## src/rtl/runctl_pkg.sv

```systemverilog
package runctl_pkg;
    localparam int WORD_W = 32;
    localparam int HALF_W = WORD_W / 2;
    localparam int DEV_W  = 8;

    // Status bit positions; software and engine both depend on them
    localparam int B_RUN   = 15;
    localparam int B_PAUSE = 14;
    localparam int B_FLUSH = 13;
    localparam int B_WAKE  = 12;
    localparam int B_DEAD  = 11;
    localparam int B_ACT   = 10;
    localparam int B_BT    = 8;

    typedef struct packed {
        logic             run;
        logic             pause;
        logic             flush;
        logic             wake;
        logic             dead;
        logic             active;
        logic             rsvd;
        logic             btaken;
        logic [DEV_W-1:0] dev;
    } stat_t;

    typedef struct packed {
        logic [HALF_W-1:0] en;
        logic [HALF_W-1:0] val;
    } ctl_t;

    // Selective clear/set requests for a single bit
    function automatic logic bit_clr(input ctl_t c, input int b);
        return c.en[b] & ~c.val[b];
    endfunction

    function automatic logic bit_set(input ctl_t c, input int b);
        return c.en[b] & c.val[b];
    endfunction
endpackage

```

## src/rtl/runctl_mreg.sv

```systemverilog
module runctl_mreg #(
    parameter int W = 2
) (
    input  logic         clk,
    input  logic         rst,
    input  logic [W-1:0] en,
    input  logic [W-1:0] val,
    output logic [W-1:0] q
);
    always_ff @(posedge clk) begin
        if (rst) q <= '0;
        else     q <= (q & ~en) | (val & en);
    end


    masked_hold_chk: assert property (@(posedge clk) disable iff (rst)
        (en == '0) |=> $stable(q));
endmodule

```

## src/rtl/runctl_eflags.sv

```systemverilog
module runctl_eflags
    import runctl_pkg::*;
(
    input  logic clk,
    input  logic rst,
    input  logic wr_en,
    input  ctl_t ctl,
    input  logic eng_active_i,
    input  logic eng_dead_i,
    input  logic eng_branch_i,
    input  logic flush_done_i,
    output logic flush_q,
    output logic wake_q,
    output logic dead_q,
    output logic active_q,
    output logic bt_q
);
    logic act_prev;
    logic act_rise, act_fall;
    logic fl_set, fl_clr, wk_set, dd_clr, ac_clr;

    assign act_rise = eng_active_i & ~act_prev;
    assign act_fall = ~eng_active_i & act_prev;
    assign fl_set   = wr_en & bit_set(ctl, B_FLUSH);
    assign fl_clr   = wr_en & bit_clr(ctl, B_FLUSH);
    assign wk_set   = wr_en & bit_set(ctl, B_WAKE);
    assign dd_clr   = wr_en & bit_clr(ctl, B_DEAD);
    assign ac_clr   = wr_en & bit_clr(ctl, B_ACT);

    always_ff @(posedge clk) begin
        if (rst) begin
            act_prev <= 1'b0;
            flush_q  <= 1'b0;
            wake_q   <= 1'b0;
            dead_q   <= 1'b0;
            active_q <= 1'b0;
            bt_q     <= 1'b0;
        end else begin
            act_prev <= eng_active_i;
            if (fl_set)                     flush_q <= 1'b1;
            else if (fl_clr || flush_done_i) flush_q <= 1'b0;
            wake_q   <= wk_set;
            dead_q   <= eng_dead_i | (dead_q & ~dd_clr);
            active_q <= act_rise | (active_q & ~act_fall & ~ac_clr);
            bt_q     <= eng_branch_i;
        end
    end


    flush_hold_chk: assert property (@(posedge clk) disable iff (rst)
        (flush_q && !flush_done_i && !fl_clr) |=> flush_q);

    wake_pulse_chk: assert property (@(posedge clk) disable iff (rst)
        (wake_q && !wk_set) |=> !wake_q);

    dead_nosw_chk: assert property (@(posedge clk) disable iff (rst)
        (!dead_q && !eng_dead_i) |=> !dead_q);

    active_nosw_chk: assert property (@(posedge clk) disable iff (rst)
        (!active_q && !act_rise) |=> !active_q);
endmodule

```

## src/rtl/chan_runctl.sv

```systemverilog
module chan_runctl
    import runctl_pkg::*;
(
    input  logic              clk,
    input  logic              rst,
    input  logic              wr_en,
    input  logic [WORD_W-1:0] wr_data,
    output logic [WORD_W-1:0] rd_data,
    output logic              run_o,
    output logic              pause_o,
    output logic              flush_o,
    output logic              wake_o,
    input  logic              eng_active_i,
    input  logic              eng_dead_i,
    input  logic              eng_branch_i,
    input  logic              flush_done_i
);
    ctl_t  ctl;
    stat_t st;
    logic [1:0]       rp_q;
    logic [DEV_W-1:0] dev_q;
    logic flush_q, wake_q, dead_q, active_q, bt_q;
    logic unused_bits;

    assign ctl = ctl_t'(wr_data);
    assign unused_bits = ^{ctl.en[9:8], ctl.val[9:8]};

    runctl_mreg #(.W(2)) u_runpause (
        .clk (clk),
        .rst (rst),
        .en  ({2{wr_en}} & ctl.en[B_RUN:B_PAUSE]),
        .val (ctl.val[B_RUN:B_PAUSE]),
        .q   (rp_q)
    );

    runctl_mreg #(.W(DEV_W)) u_dev (
        .clk (clk),
        .rst (rst),
        .en  ({DEV_W{wr_en}} & ctl.en[DEV_W-1:0]),
        .val (ctl.val[DEV_W-1:0]),
        .q   (dev_q)
    );

    runctl_eflags u_flags (
        .clk          (clk),
        .rst          (rst),
        .wr_en        (wr_en),
        .ctl          (ctl),
        .eng_active_i (eng_active_i),
        .eng_dead_i   (eng_dead_i),
        .eng_branch_i (eng_branch_i),
        .flush_done_i (flush_done_i),
        .flush_q      (flush_q),
        .wake_q       (wake_q),
        .dead_q       (dead_q),
        .active_q     (active_q),
        .bt_q         (bt_q)
    );

    always_comb begin
        st        = '0;
        st.run    = rp_q[1];
        st.pause  = rp_q[0];
        st.flush  = flush_q;
        st.wake   = wake_q;
        st.dead   = dead_q;
        st.active = active_q;
        st.btaken = bt_q;
        st.dev    = dev_q;
    end

    assign rd_data = {{(WORD_W-HALF_W){1'b0}}, st};
    assign run_o   = rp_q[1];
    assign pause_o = rp_q[0];
    assign flush_o = flush_q;
    assign wake_o  = wake_q;


    rsvd_zero_chk: assert property (@(posedge clk) disable iff (rst)
        (rd_data[WORD_W-1:HALF_W] == '0) && !rd_data[9]);

    stop_run_chk: assert property (@(posedge clk) disable iff (rst)
        (wr_en && wr_data == 32'hA000_0000) |=> (!run_o && !flush_o));

    rstwr_run_chk: assert property (@(posedge clk) disable iff (rst)
        (wr_en && wr_data == 32'hFC00_0000) |=> !rd_data[15]);
endmodule

```

## config.mk

```make
export PLATFORM = sky130hd
export DESIGN_NAME = chan_runctl
export DESIGN_NICKNAME = d
export VERILOG_FILES = /design/src/rtl/runctl_pkg.sv /design/src/rtl/runctl_mreg.sv /design/src/rtl/runctl_eflags.sv /design/src/rtl/chan_runctl.sv
export SDC_FILE = /design/constraint.sdc
export NUM_CORES = 1
export LEC_CHECK = 0
export BUFFER_PORTS_ARGS = -buffer_cell sky130_fd_sc_hd__buf_4
export CORE_MARGIN = 2
export CORE_UTILIZATION = 41
export DETAILED_ROUTE_END_ITERATION = 8
export GPL_TIMING_DRIVEN = 0
export HOLD_SLACK_MARGIN = 0.08
export PLACE_DENSITY = 0.82
export SYNTH_ARGS = -nofsm -noshare
export SYNTH_HDL_FRONTEND = slang
export SYNTH_SLANG_ARGS = --single-unit
```

## constraint.sdc

```tcl
create_clock -name clk -period 1.26 [get_ports clk]
set_input_delay 0.126 -clock clk [delete_from_list [all_inputs] [get_ports clk]]
set_output_delay 0.126 -clock clk [all_outputs]
set_load 0.02 [all_outputs]
```

Yosys cells after proc, flatten, opt, wreduce, memory -nomap -nowiden
Index checks and enable logic that the tools add are counted.
- flip-flop bits (word level): 16
- input port bits: 39
- word-level logic and storage cells: 47
- muxes and demuxes: 2
- bitwise logic cells: 35
- reduce and logical (&&, ||, !) cells: 2
- operators by type and width (kind ; count):
    $and 8x8->8 ; 3
    $and 1x1->1 ; 15
    $not 1->1 ; 8
    $not 8->8 ; 1
    $or 8x8->8 ; 1
    $and 2x2->2 ; 3
    $mux 1 ; 2
    $not 2->2 ; 1
    $or 1x1->1 ; 2
    $or 2x2->2 ; 1
    $reduce_bool 2->1 ; 1
    $logic_or 1x1->1 ; 1

Longest topological paths before layout
- depth after elaboration: 6
- gate-level depth with buffers: 5
- depth with buffers taken out: 3

Hierarchy
A second synthesis with hierarchy kept.
- cell total of the unflattened synthesis: 88
- area total of the unflattened synthesis: 820.8 µm²
- by module, submodules not included (module ; instances ; cells each ; area each (µm²) ; seq. area each (µm²)):
    runctl_mreg at u_dev ; 1 ; 25 ; 281.5 ; 160.2
    chan_runctl ; 1 ; 35 ; 246.5 ; 0.0
    runctl_eflags ; 1 ; 22 ; 225.2 ; 120.1
    runctl_mreg at u_runpause ; 1 ; 6 ; 67.6 ; 40.0

Worst setup path before layout
OpenSTA, ideal clock, no wires.
- kind: reg-to-output
- from: register with a tool-made name
- to: output rd_data[15]
- arrival time: 0.635 ns
- data required time: 1.134 ns
- path slack: 0.499 ns
- stages on the path, launching flop included: 2
- buffers on the path: 1
- cells stage by stage: dfxtp_1 buf_4
- RTL lines (what ; line ; text):
    to (decl) ; chan_runctl.sv:8 ; output logic [WORD_W-1:0] rd_data,

==> reports/metrics.yaml <==
status:
  status: "completed"
clocking:
  clk_pin_slew_ns: 0.10
  post_cts_buffers: 0
  cts-root-buf: "clkbuf_4"
  cts_hold_buf: 4
  cts_sinks: 16
  cts_tree: "done"
  ctsResizeCount: 0
  clk_latency_ns: 0.29
  numCtsBuffers: 3
  cts_buffer_depth: 2
  h-tree-depth: 1
global_routing:
  grt_pass1_vias: 722
  grt_max_degree: 11
  gr-usage-met2_pct: 27.1
  track_usage_pct: 15.6
  gr-total-overflow: 0
  antenna_found_initial: 0
  grt_pass1_wl_um: 3130
  use_met1_pct: 18.4
  grt_util_met3_pct: 3.80
  busiest_layer: "met2"
yosys:
  ys_seq_area_share_pct: 34.7
  synth_top_area_cell: "dfxtp_1"
  yosysWarnings: 0
  synth_cells: 102
  synth_area_leaders: "dfxtp_1, buf_4, nand2_2"
  ys_ff_latch: 16
  synthArstFlopShare_pct: 0
  synth_edf_count: 0
  avgSynthCellArea_um2: 9.05
  synth_top_area_share_pct: 34.7
  yosys.cell_types.count: 20
  ys.flop_type: "dfxtp_1"
  synth_area_um2: 923
placement:
  gp_congestion: 0.676
  pre_cts_ws_ns: 0.457
  hpwl_um: 1620
  dp.cells: 197
  placed_area_um2: 1400
  portBuffers: 51
timing:
  fin_setup_tns_ns: 0
  clock.fmax_mhz: 972
  drv_slew: 0
  whs_ns: 0.0974
  finalWorstSetupSlack_ns: 0.232
  post-route-min-period_ns: 1.03
  setup_viol: 0
  hold_viol_final: 0
  post-route-period-util_pct: 81.6
  rsz0062_at_grt: "no"
  clock-skew-final_ns: 0.00795
power:
  p_total_mw: 1.27
  peakVddDrop_mv: 0.646
  power_leakage_nw: 0.744
  powerDensity_nw_per_um2: 856
floorplan:
  die_x_um: 51.5
  core.rowCount: 17
  die_h_um: 51.5
  start_util_pct: 42.6
  pin_count: 75
  design.die.area_um2: 2650
  core_area_um2: 2170
drt:
  avgRoutedWirePerCell_um: 10.2
  routed_wl_um: 2090
  routed_via_density: 4.17
  via_count: 855
  drt-pass1-iter-count: 4
  drtIter0Drc: 7
  drc: 0
  final_antenna_net_count: 0
final_layout:
  layout.cells.non_filler: 205
  fin_util_pct: 68.1
  final_cell_area_um2: 1480
  syn_to_final_growth_pct: 60.0
  antenna_cells: 0
  finalNetCount: 217
  drive_gt1_share_pct: 65.0
critical_path:
  crit_slowest_cell: "dfxtp_1"
  crit_type: "reg2out"
  path_delay_family: "flip-flops"
  cp-end-kind: "output pin"
  cp_slowest_stage_delay_ns: 0.38
  path_cells: "buf_4 > buf_4"
  start_kind: "flip-flop"
  worstPathMaxFanout: 3
  worstPathBufferInverterCount: 2
  cp.required_ns: 1.13
  path_common_cell: "buf_4"
  arrival_ns: 0.90
flow_run:
  drv_cap: 0
min_path:
  min_path_type: "in2reg"
cells in the mapped netlist, types with 2 or more instances:
| master | number |
|---|---|
| a21oi_2 | 10 |
| nor2_1 | 3 |
| nand2_1 | 3 |
| buf_4 | 25 |
| buf_6 | 2 |
| a21oi_1 | 2 |
| dfxtp_1 | 16 |
| nand2_2 | 18 |
| nand3b_1 | 2 |
| nand3_1 | 11 |
final timing paths:
path	from	endpoint	slack, ns	cells past startpoint
max reg2reg	u_flags.act_prev$_SDFF_PP0_	u_flags.active_q$_SDFF_PP0_	0.56	2
max	flip-flop	rd_data[15]	0.23	2
min reg2reg	flip-flop	flip-flop	0.47	2
min	wr_data[1]	flip-flop	0.1	3
worst reg2reg max path, stage by stage (launching register included):
cell and delay, ns:
dfxtp_1 0.34, a21boi_1 0.18, o31ai_2 0.07
cells in the final DEF, fill, tap and decap left out:
cell,synthesis,final
dlygate4sd3_1,0,4
buf_6,2,2
nand3b_1,2,2
buf_12,1,1
dfxtp_1,16,16
and4b_1,1,1
nor2_1,3,3
nand2_2,18,18
clkbuf_4,0,3
inv_1,1,1
buf_2,1,1
a21oi_1,2,2
clkbuf_8,0,1
buf_4,25,76
nand3_2,1,1
nand3_1,11,11
a21boi_1,1,1
conb_1,1,17
nand2_1,3,3
o31ai_2,1,1
a21oi_2,10,10
nand3b_2,1,1
nor2b_1,1,1
power by group:
group          total (mW)  internal, mW  switching (mW)
logic               0.381         0.201           0.180
registers           0.547         0.531          0.0161
clock network       0.337         0.176           0.161
metal layers:
metal / wire, um / up-vias
met3: 221 / 0
met5: 0 / -
met4: 0 / 0
met2: 1040 / 40
met1: 824 / 374
li1: - / 441
cell type report:
type / count / area, um^2
fill: 181 / 692
multi-input combinational: 72 / 424
timing repair buffer: 55 / 423
sequential: 16 / 320
buffer: 29 / 235
clock buffer: 4 / 36.3
tap: 28 / 35.0
inverter: 1 / 3.75
cells by family (layout without fill, tap and decap cells):
family	Yosys count	after routing	share of synthesized area, %
AOI/OAI and AO/OA	14	14	12.7
buffers and inverters	30	89	25.9
DFF	16	16	34.7
other	1	17	0.406
and+or+nand+nor	41	41	26.3
No activity file was read; power rests on OpenSTA's default activity.
